`src/rtl/resv_pkg.sv`:
```
package resv_pkg;

  // Byte-offset bits dropped from every address compare (word granularity).
  localparam int WORD_LSB = 2;

  // Strobes from the control decision to the reservation datapath.
  typedef struct packed {
    logic setResv;    // capture llAddr word, mark valid
    logic clearResv;  // drop the reservation
    logic grant;      // store-conditional may proceed
  } resv_strobe_t;

endpackage

```
`src/rtl/resv_datapath.sv`:
```
module resv_datapath
  import resv_pkg::*;
#(
  parameter int ADDR_W = 32,
  parameter int DATA_W = 32
) (
  input  logic              clk,
  input  logic              rstN,
  input  resv_strobe_t      strb,
  input  logic [ADDR_W-1:0] llAddr,
  input  logic [ADDR_W-1:0] scAddr,
  input  logic [ADDR_W-1:0] localWrAddr,
  input  logic [ADDR_W-1:0] busWrAddr,
  output logic              resvValid,
  output logic              scHit,
  output logic              localHit,
  output logic              busHit,
  output logic              llLocalHit,
  output logic              llBusHit,
  output logic [DATA_W-1:0] scResult
);

  localparam int WORD_W = ADDR_W - WORD_LSB;
  localparam int NPROBE = 3;  // sc, local write, bus write
  localparam int NWRPROBE = 2;

  logic [WORD_W-1:0] resvWord;
  logic [WORD_W-1:0] llWord;
  logic [WORD_W-1:0] probeWord [NPROBE];
  logic [NPROBE-1:0] probeHit;
  logic [NWRPROBE-1:0] llProbeHit;

  assign llWord       = llAddr[ADDR_W-1:WORD_LSB];
  assign probeWord[0] = scAddr[ADDR_W-1:WORD_LSB];
  assign probeWord[1] = localWrAddr[ADDR_W-1:WORD_LSB];
  assign probeWord[2] = busWrAddr[ADDR_W-1:WORD_LSB];

  // Compare each observed address against the stored reservation.
  for (genvar p = 0; p < NPROBE; p++) begin : g_resvCmp
    assign probeHit[p] = (probeWord[p] == resvWord);
  end

  // Compare write addresses against an incoming load-linked word.
  for (genvar w = 0; w < NWRPROBE; w++) begin : g_llCmp
    assign llProbeHit[w] = (probeWord[w+1] == llWord);
  end

  assign scHit      = probeHit[0];
  assign localHit   = probeHit[1];
  assign busHit     = probeHit[2];
  assign llLocalHit = llProbeHit[0];
  assign llBusHit   = llProbeHit[1];

  always_ff @(posedge clk) begin
    if (!rstN) begin
      resvValid <= 1'b0;
      resvWord  <= '0;
    end else if (strb.setResv) begin
      resvValid <= 1'b1;
      resvWord  <= llWord;
    end else if (strb.clearResv) begin
      resvValid <= 1'b0;
    end
  end

  assign scResult = {{(DATA_W-1){1'b0}}, strb.grant};

  // a set strobe leaves a valid reservation holding the load-linked word
  a_r1_ll_records: assert property (@(posedge clk) disable iff (!rstN)
    strb.setResv |=> (resvValid && resvWord == $past(llWord)));

  // permission is only ever granted against a live reservation
  a_r2_grant_has_resv: assert property (@(posedge clk) disable iff (!rstN)
    strb.grant |-> resvValid);

endmodule

```
`src/rtl/resv_control.sv`:
```
module resv_control
  import resv_pkg::*;
(
  input  logic         clk,
  input  logic         rstN,
  input  logic         llValid,
  input  logic         scValid,
  input  logic         localWrValid,
  input  logic         busWrValid,
  input  logic         flushEvt,
  input  logic         resvValid,
  input  logic         scHit,
  input  logic         localHit,
  input  logic         busHit,
  input  logic         llLocalHit,
  input  logic         llBusHit,
  output resv_strobe_t strb
);

  logic resvTouched;  // the stored word is disturbed this cycle
  logic llSpoiled;    // the incoming load-linked word is disturbed this cycle

  always_comb begin
    resvTouched = (localWrValid && localHit) || (busWrValid && busHit) || flushEvt;
    llSpoiled   = (localWrValid && llLocalHit) || (busWrValid && llBusHit)
                  || flushEvt || scValid;

    strb           = '0;
    strb.grant     = scValid && resvValid && scHit && !resvTouched;
    strb.setResv   = llValid && !llSpoiled;
    strb.clearResv = scValid || resvTouched;
  end

  // any store-conditional consumes the reservation
  a_r7_sc_consumes: assert property (@(posedge clk) disable iff (!rstN)
    scValid |=> !resvValid);

  // an exception or interrupt drops the reservation
  a_r9_flush_drops: assert property (@(posedge clk) disable iff (!rstN)
    flushEvt |=> !resvValid);

  // a snooped write to the reserved word kills it unless a new load-linked replaces it
  a_r5_snoop_kills: assert property (@(posedge clk) disable iff (!rstN)
    (busWrValid && busHit && !llValid) |=> !resvValid);

  // a same-cycle flush forbids the store
  a_r11_flush_blocks: assert property (@(posedge clk) disable iff (!rstN)
    flushEvt |-> !strb.grant);

endmodule

```
`src/rtl/resv_monitor.sv`:
```
module resv_monitor
  import resv_pkg::*;
#(
  parameter int ADDR_W = 32,
  parameter int DATA_W = 32
) (
  input  logic              clk,
  input  logic              rstN,
  input  logic              llValid,
  input  logic [ADDR_W-1:0] llAddr,
  input  logic              scValid,
  input  logic [ADDR_W-1:0] scAddr,
  input  logic              localWrValid,
  input  logic [ADDR_W-1:0] localWrAddr,
  input  logic              busWrValid,
  input  logic [ADDR_W-1:0] busWrAddr,
  input  logic              flushEvt,
  output logic              scAllow,
  output logic [DATA_W-1:0] scResult
);

  resv_strobe_t strb;
  logic resvValid, scHit, localHit, busHit, llLocalHit, llBusHit;

  resv_control u_ctrl (
    .clk          (clk),
    .rstN         (rstN),
    .llValid      (llValid),
    .scValid      (scValid),
    .localWrValid (localWrValid),
    .busWrValid   (busWrValid),
    .flushEvt     (flushEvt),
    .resvValid    (resvValid),
    .scHit        (scHit),
    .localHit     (localHit),
    .busHit       (busHit),
    .llLocalHit   (llLocalHit),
    .llBusHit     (llBusHit),
    .strb         (strb)
  );

  resv_datapath #(.ADDR_W(ADDR_W), .DATA_W(DATA_W)) u_dp (
    .clk         (clk),
    .rstN        (rstN),
    .strb        (strb),
    .llAddr      (llAddr),
    .scAddr      (scAddr),
    .localWrAddr (localWrAddr),
    .busWrAddr   (busWrAddr),
    .resvValid   (resvValid),
    .scHit       (scHit),
    .localHit    (localHit),
    .busHit      (busHit),
    .llLocalHit  (llLocalHit),
    .llBusHit    (llBusHit),
    .scResult    (scResult)
  );

  assign scAllow = strb.grant;

endmodule

```
`config.mk`:
```
export PLATFORM = sky130hd
export DESIGN_NAME = resv_monitor
export DESIGN_NICKNAME = d
export VERILOG_FILES = /design/src/rtl/resv_pkg.sv /design/src/rtl/resv_datapath.sv /design/src/rtl/resv_control.sv /design/src/rtl/resv_monitor.sv
export SDC_FILE = /design/constraint.sdc
export NUM_CORES = 1
export LEC_CHECK = 0
export BUFFER_PORTS_ARGS = -buffer_cell sky130_fd_sc_hd__buf_4
export CAP_MARGIN = 30
export CORE_MARGIN = 2
export CORE_UTILIZATION = 30
export DETAILED_ROUTE_END_ITERATION = 12
export GPL_ROUTABILITY_DRIVEN = 0
export GPL_TIMING_DRIVEN = 0
export PLACE_DENSITY = 0.57
export SETUP_SLACK_MARGIN = 0.05
export SLEW_MARGIN = 10
export SYNTH_ARGS = -nofsm -noshare
export SYNTH_HDL_FRONTEND = slang
export SYNTH_SLANG_ARGS = --single-unit
export TNS_END_PERCENT = 100
```
`constraint.sdc`:
```
create_clock -name clk -period 2.1 [get_ports clk]
set_input_delay 0.105 -clock clk [delete_from_list [all_inputs] [get_ports clk]]
set_output_delay 0.105 -clock clk [all_outputs]
set_load 0.02 [all_outputs]
```
==> results.md, run 1 <==
* Setup Total Neg Slack at -0.0890 ns
* Crit path DAT at between 2 and 2.5 ns
* Post-DRT Antenna Nets at 0
* Max Freq at roughly 0.46 GHz
* DR vias/cell at around 4.6
* Starting density of the core at 0.305
* Number of diodes at 0
* Initial DRC Count at approximately 170
* Die area at 11300 um2
* Post-Syn Area at 3130 um2
* Fin crit share at 1.04
* Async S/R FF share, synth at 0
* Max stage delay on crit path at 0.56 ns
* CTS tree: built
* Sequential area share after synthesis at 0.199
* R2R Path Start: u_dp.resvWord[26]$_SDFFE_PN0P_
* Total track usage at 0.206
* Endpoint, Worst Hold: u_dp.resvWord[4]$_SDFFE_PN0P_
* Critical Path End Type: output pin
* Dpl hpwl at 10100 um
* Root Driver: clkbuf_8
* Leak at 1.88 nW
* First-pass GRT wire length at approximately 17000 um
* Initial antenna violation count at 0
* Register Area at about 670 um2
* Layout Nets at between 600 and 700
* Routed wire per std cell at approximately 17 um
* Most used DFF post-synth: dfxtp_1
* Inst Count DP at 667
* Largest net degree at the start of global routing at 11
* Multi-input logic area at between 2000 and 2500 um2
* Slew headroom at 0.606
* Power consumption at 1.97 mW
* Top post-synthesis cells by area: xnor2_1, dfxtp_1, mux2i_1
* Reg-to-Reg End: u_dp.resvValid$_SDFFE_PN0P_
* Most frequent cell after synthesis: xnor2_1
* # DRC at 0
* Avg Cell Area, Syn at between 8 and 9 um2
* Worst path cell trace: xnor2_1 > nand4_1 > or4_4 > nor4_4 > nor3b_2 > buf_4 > buf_6
* Yosys cell types at 21
* Cell accounting for the most synthesized area: xnor2_1
* Total grt overflow at 0
* Most frequent cells after synthesis: xnor2_1, nand2_1, nand4_1
* Number of global-route vias before repair at 3172
* Ratio of cells with drive above 1 in the final layout at 0.398
* Run status: complete, but fails checks
* Synth Instances at about 370
* WHS Path Cells at 3
* Worst Path Max Fanout at 4
* Final number of setup-violating endpoints at 1
* Crit path launch type: register
* Synth Warn # at 0
* Die width at 106 um
* Hold_ws at ~0.086 ns
* R2R depth at 8
* Worst path slowest cell: or4_4
* Number of synthesized register bits at 31
* Final Max Tran Viols at 0
* Cell Rows at 37
* Final wirelength at 11800 um
* Post-synth EDFFs at 0
* Filler cells at 1033
* Top-area cell type share of the netlist area at 0.378
* Fin Clk Skew at about 0.0041 ns
* Die Span Y at 106 um
* Worst-skew pair later-pin latency at between 0.2 and 0.3 ns
* Via count at about 3100
* Min-Delay Startpoint: llAddr[6]
* Failing checks: negative setup slack
* Crit Path Category: reg2out
* Final hold violation count at 0
* Final WS setup at -0.0890 ns
* Core box area at approximately 10000 um2
* CTS Buf Count at 5
* CTS Buffer Depth at 2
* P&R area growth vs syn at 50.4%
* RSZ-0062 raised after global routing: yes
* Hold Path Class: in2reg
* Max cap viols at 0
* IO buf count at around 130
* Sink Count at 31
* Power per cell area at ~420 nW/um2
* Tmin final at between 2 and 2.5 ns
* R2R Setup Slk at 0.11 ns
* Worst-path clk slew at roughly 0.07 ns
* Required time worst endpoint at ~2.0 ns
* Fin cells at between 600 and 700
* Worst-Margin Slew at between 0.5 and 0.6 ns
* Number of I/O pins at 168
* Pre-antenna DRT Iters at 4
* H-tree Lvls at 2
* VDD IR max at a little over 0.3 mV
layout by cell type (no fill, tap or decap), drive strengths merged:
cell type and n:
nor4 12, a21oi 1, xor2 15, conb 31
clkbuf 16, o21a 1, nor3b 2, nand2 62
nand2b 1, buf 166, mux2i 30, and4 1
nand3 3, nand4 34, xnor2 135, dfxtp 31
or4 1, nor2 1
layer usage:
layer,vias to the layer above,wire length [um],track usage
met5,-,0,0
li1,1523,-,-
met1,1405,5000,0.266
met4,0,276,0.0555
met2,159,5580,0.353
met3,24,934,0.0392
kinds of logic (layout without fill, tap and decap cells):
| kind of cell | after synthesis | after routing | synth area share |
|---|---|---|---|
| XOR/XNOR | 150 | 150 | 0.420 |
| AND/OR/NAND/NOR | 117 | 117 | 0.189 |
| buffers and inverters | 43 | 182 | 0.0913 |
| flip-flops | 31 | 31 | 0.199 |
| multiplexers | 30 | 30 | 0.0961 |
| AO/OA/AOI/OAI | 2 | 2 | 0.00400 |
| other | 1 | 31 | 0.00120 |
power breakdown:
part / internal (mW) / leakage, nW / switching, mW
registers: 0.604 / 0.265 / 0.0385
clock network: 0.300 / 0.0515 / 0.251
logic: 0.411 / 1.57 / 0.362
through the flow:
stage                     cell area [um2]   util  setup WS (ns)
after floorplan                      3240      -          0.177
after global placement               4360  0.426         -0.136
after detailed placement             4360  0.426         -0.211
after CTS                            4540  0.444         -0.187
after global routing                 4700  0.459         -0.178
final                                4700  0.459        -0.0890
worst max-delay path: cells and delay by family, from the launching register on:
family | cells | cell delay [ns]
xor+xnor | 1 | 0.20
buf+inv | 2 | 0.26
flops | 1 | 0.35
simple gates | 4 | 0.99
worst max path at each step:
stage | startpoint | endpoint | slack [ns] | cells after the start
after floorplan | u_dp.resvWord[0]$_SDFFE_PN0P_ | scResult[0] | 0.18 | 6
after global placement | u_dp.resvWord[4]$_SDFFE_PN0P_ | scResult[0] | -0.14 | 7
after detailed placement | u_dp.resvWord[4]$_SDFFE_PN0P_ | scResult[0] | -0.21 | 7
after CTS | u_dp.resvWord[4]$_SDFFE_PN0P_ | scResult[0] | -0.19 | 7
after global routing | u_dp.resvWord[16]$_SDFFE_PN0P_ | scResult[0] | -0.18 | 7
final | u_dp.resvWord[26]$_SDFFE_PN0P_ | scResult[0] | -0.09 | 7
registers in the layout, summed over array words and instances (netlist names):
| signal | flops |
|---|---|
| u_dp.resvValid | 1 |
| u_dp.resvWord | 30 |
cell type report:
cell class                      count  share of cell area
Multi-Input combinational cell    330               0.529
Timing Repair Buffer              131               0.210
Sequential cell                    31               0.142
Buffer                             43              0.0607
Tap cell                          136              0.0362
Clock buffer                        8              0.0213
timing repair:
| item | CTS | global route |
|---|---|---|
| endpoints found under the hold margin | 0 | 0 |
| resized for setup | 20 | 33 |
| hold buffers | 0 | 0 |
| pin swaps | 6 | 13 |
| setup buffers | 2 | 2 |
| setup endpoints to repair | 3 | 3 |
Note: power is estimated with default switching activity, not from simulation.
==> run 2: changes to the inputs <==
--- a/config.mk
+++ b/config.mk
@@ -7,13 +7,13 @@
 export LEC_CHECK = 0
 export BUFFER_PORTS_ARGS = -buffer_cell sky130_fd_sc_hd__buf_4
 export CAP_MARGIN = 30
+export CORE_ASPECT_RATIO = 1.5
 export CORE_MARGIN = 2
 export CORE_UTILIZATION = 30
 export DETAILED_ROUTE_END_ITERATION = 12
 export GPL_ROUTABILITY_DRIVEN = 0
 export GPL_TIMING_DRIVEN = 0
 export PLACE_DENSITY = 0.57
-export SETUP_SLACK_MARGIN = 0.05
 export SLEW_MARGIN = 10
 export SYNTH_ARGS = -nofsm -noshare
 export SYNTH_HDL_FRONTEND = slang
==> run 2 against run 1 <==
  * Critical path type unchanged
  * Register-to-register slack better by 0.09 ns
  * Global-route usage rose by 0.59 points
  * First-iteration DRC count grew 4.8%
  * Highest routed layer unchanged
  * Wire length is 2.4% higher
  * The flow still finishes with violations (negative setup slack)
  * Sequential cell count unchanged
==> results.md, run 2 (same netlist as run 1, synthesis figures left out) <==
* Hold_ws at between 0.1 and 0.15 ns
* R2R depth at 7
* Worst path cell trace: xor2_1 > nor4_2 > nand4_1 > nor4_4 > nor3b_2 > buf_4 > buf_6
* Fin cells at ~660
* Power per cell area at between 400 and 500 nW/um2
* Number of I/O pins at approximately 170
* Cell Rows at 45
* Final number of setup-violating endpoints at 2
* Total grt overflow at 0
* Most common cell after layout, fill and taps aside: buf_4
* Total track usage at 0.212
* Ratio of cells with drive above 1 in the final layout at 0.384
* Crit Path Category: reg2out
* CTS tree: built
* Critical Path End Type: output pin
* Pre-antenna DRT Iters at 4
* Worst-path clk slew at approximately 0.05 ns
* VDD IR max at 0.272 mV
* Number of diodes at 0
* WHS Path Cells at 3
* Sink Count at 31
* Failing checks: negative setup slack
* Die width at around 87 um
* Worst-Margin Slew at between 0.5 and 0.6 ns
* Commonest non-fill, non-tap cells in the layout: buf_4, xnor2_1, nand2_1, nand4_1, conb_1
* Initial DRC Count at 173
* Design Area, Final at 4650 um2
* CTS Buf Count at 5
* Pre-CTS WS at -0.147 ns
* RSZ-0062 raised after global routing: yes
* Final hold violation count at 0
* R2R Path Start: u_dp.resvWord[14]$_SDFFE_PN0P_
* Dpl hpwl at approximately 10000 um
* Die area at 11300 um2
* Filler cells at about 1100
* Top flop regs: u_dp.resvWord: 30 flops, u_dp.resvValid: 1 flops
* Number of global-route vias before repair at approximately 3200
* Largest net degree at the start of global routing at 11
* Worst-skew pair later-pin latency at around 0.28 ns
* Initial antenna violation count at 0
* CTS Buffer Depth at 2
* Final Max Tran Viols at 0
* Hold-fix buffers at CTS at 0
* Routed wire per std cell at 18.3 um
* Root Driver: clkbuf_16
* Inst Count DP at roughly 650
* R2R Setup Slk at 0.20 ns
* First-pass GRT wire length at around 18000 um
* Crit path DAT at around 2.1 ns
* Final wirelength at ~12000 um
* Min-Delay Startpoint: llAddr[15]
* Top Metal Used: met4
* Wire length on met3 at between 600 and 700 um
* Worst Path Max Fanout at 3
* Core box area at 10100 um2
* Slew headroom at 0.628
* Fin crit share at 1.05
* IO buf count at roughly 130
* Met2 wire length at between 6000 and 7000 um
* P&R area growth vs syn at 48.9%
* Setup Total Neg Slack at -0.119 ns
* Hold Path Class: in2reg
* Via count at between 3000 and 4000
* Leak at about 1.9 nW
* Starting density of the core at 0.308
* Fin Clk Skew at around 0.0046 ns
* Max cap viols at 0
* Worst path slowest cell: nor4_4
* Max reg flops at 30
* Tmin final at about 2.2 ns
* Power consumption at roughly 2.1 mW
* M1 WL at approximately 4400 um
* Max stage delay on crit path at about 0.38 ns
* Largest register by flop count: u_dp.resvWord
* Required time worst endpoint at approximately 2.0 ns
* Final WS setup at -0.108 ns
* Instance area after placement at 4340 um2
* Die Span Y at around 130 um
* Crit path launch type: register
* Max Freq at around 0.45 GHz
* Worst setup path startpoint: u_dp.resvWord[14]$_SDFFE_PN0P_
* H-tree Lvls at 2
* # DRC at 0
* Core Util, Final at 0.459
* Run status: complete, but fails checks
* DR vias/cell at between 4 and 5
* Layout Nets at just under 700
* Post-DRT Antenna Nets at 0
[run 2: cell type report]
cell class	count	area, um2	area share
Multi-Input combinational cell	330	2440	0.524
Timing Repair Buffer	131	987	0.212
Sequential cell	31	654	0.141
Buffer	43	285	0.0613
Tap cell	117	146	0.0315
Clock buffer	6	139	0.0298
Clock inverter	1	5.00	0.00108
[run 2: where the power goes]
part	leakage [nW]	internal (mW)	switching [mW]
Sequential	0.262	0.609	0.0359
Combinational	1.55	0.405	0.364
Clock	0.0727	0.462	0.268
[run 2: worst paths after layout]
check | endpoint
setup reg to reg | u_dp.resvValid$_SDFFE_PN0P_
hold reg to reg | u_dp.resvWord[29]$_SDFFE_PN0P_
hold / removal | u_dp.resvWord[13]$_SDFFE_PN0P_
setup / recovery | scResult[0]
[run 2: metal layers]
layer  track usage  up-vias
met5             0        -
li1              -     1523
met4        0.0905        0
met1         0.234     1408
met3        0.0280       22
met2         0.397      121
[run 2: repair_timing]
action / in CTS / in global routing
resized for setup: 32 / 7
setup endpoints to repair: 2 / 2
setup buffers: 3 / 1
pin swaps: 11 / 2
[run 2: worst max-delay path, delay by kind of cell, from the launching register on]
family | cells | cell delay, ns
buf+inv | 2 | 0.27
xor+xnor | 1 | 0.14
simple gates | 4 | 1.05
flops | 1 | 0.35
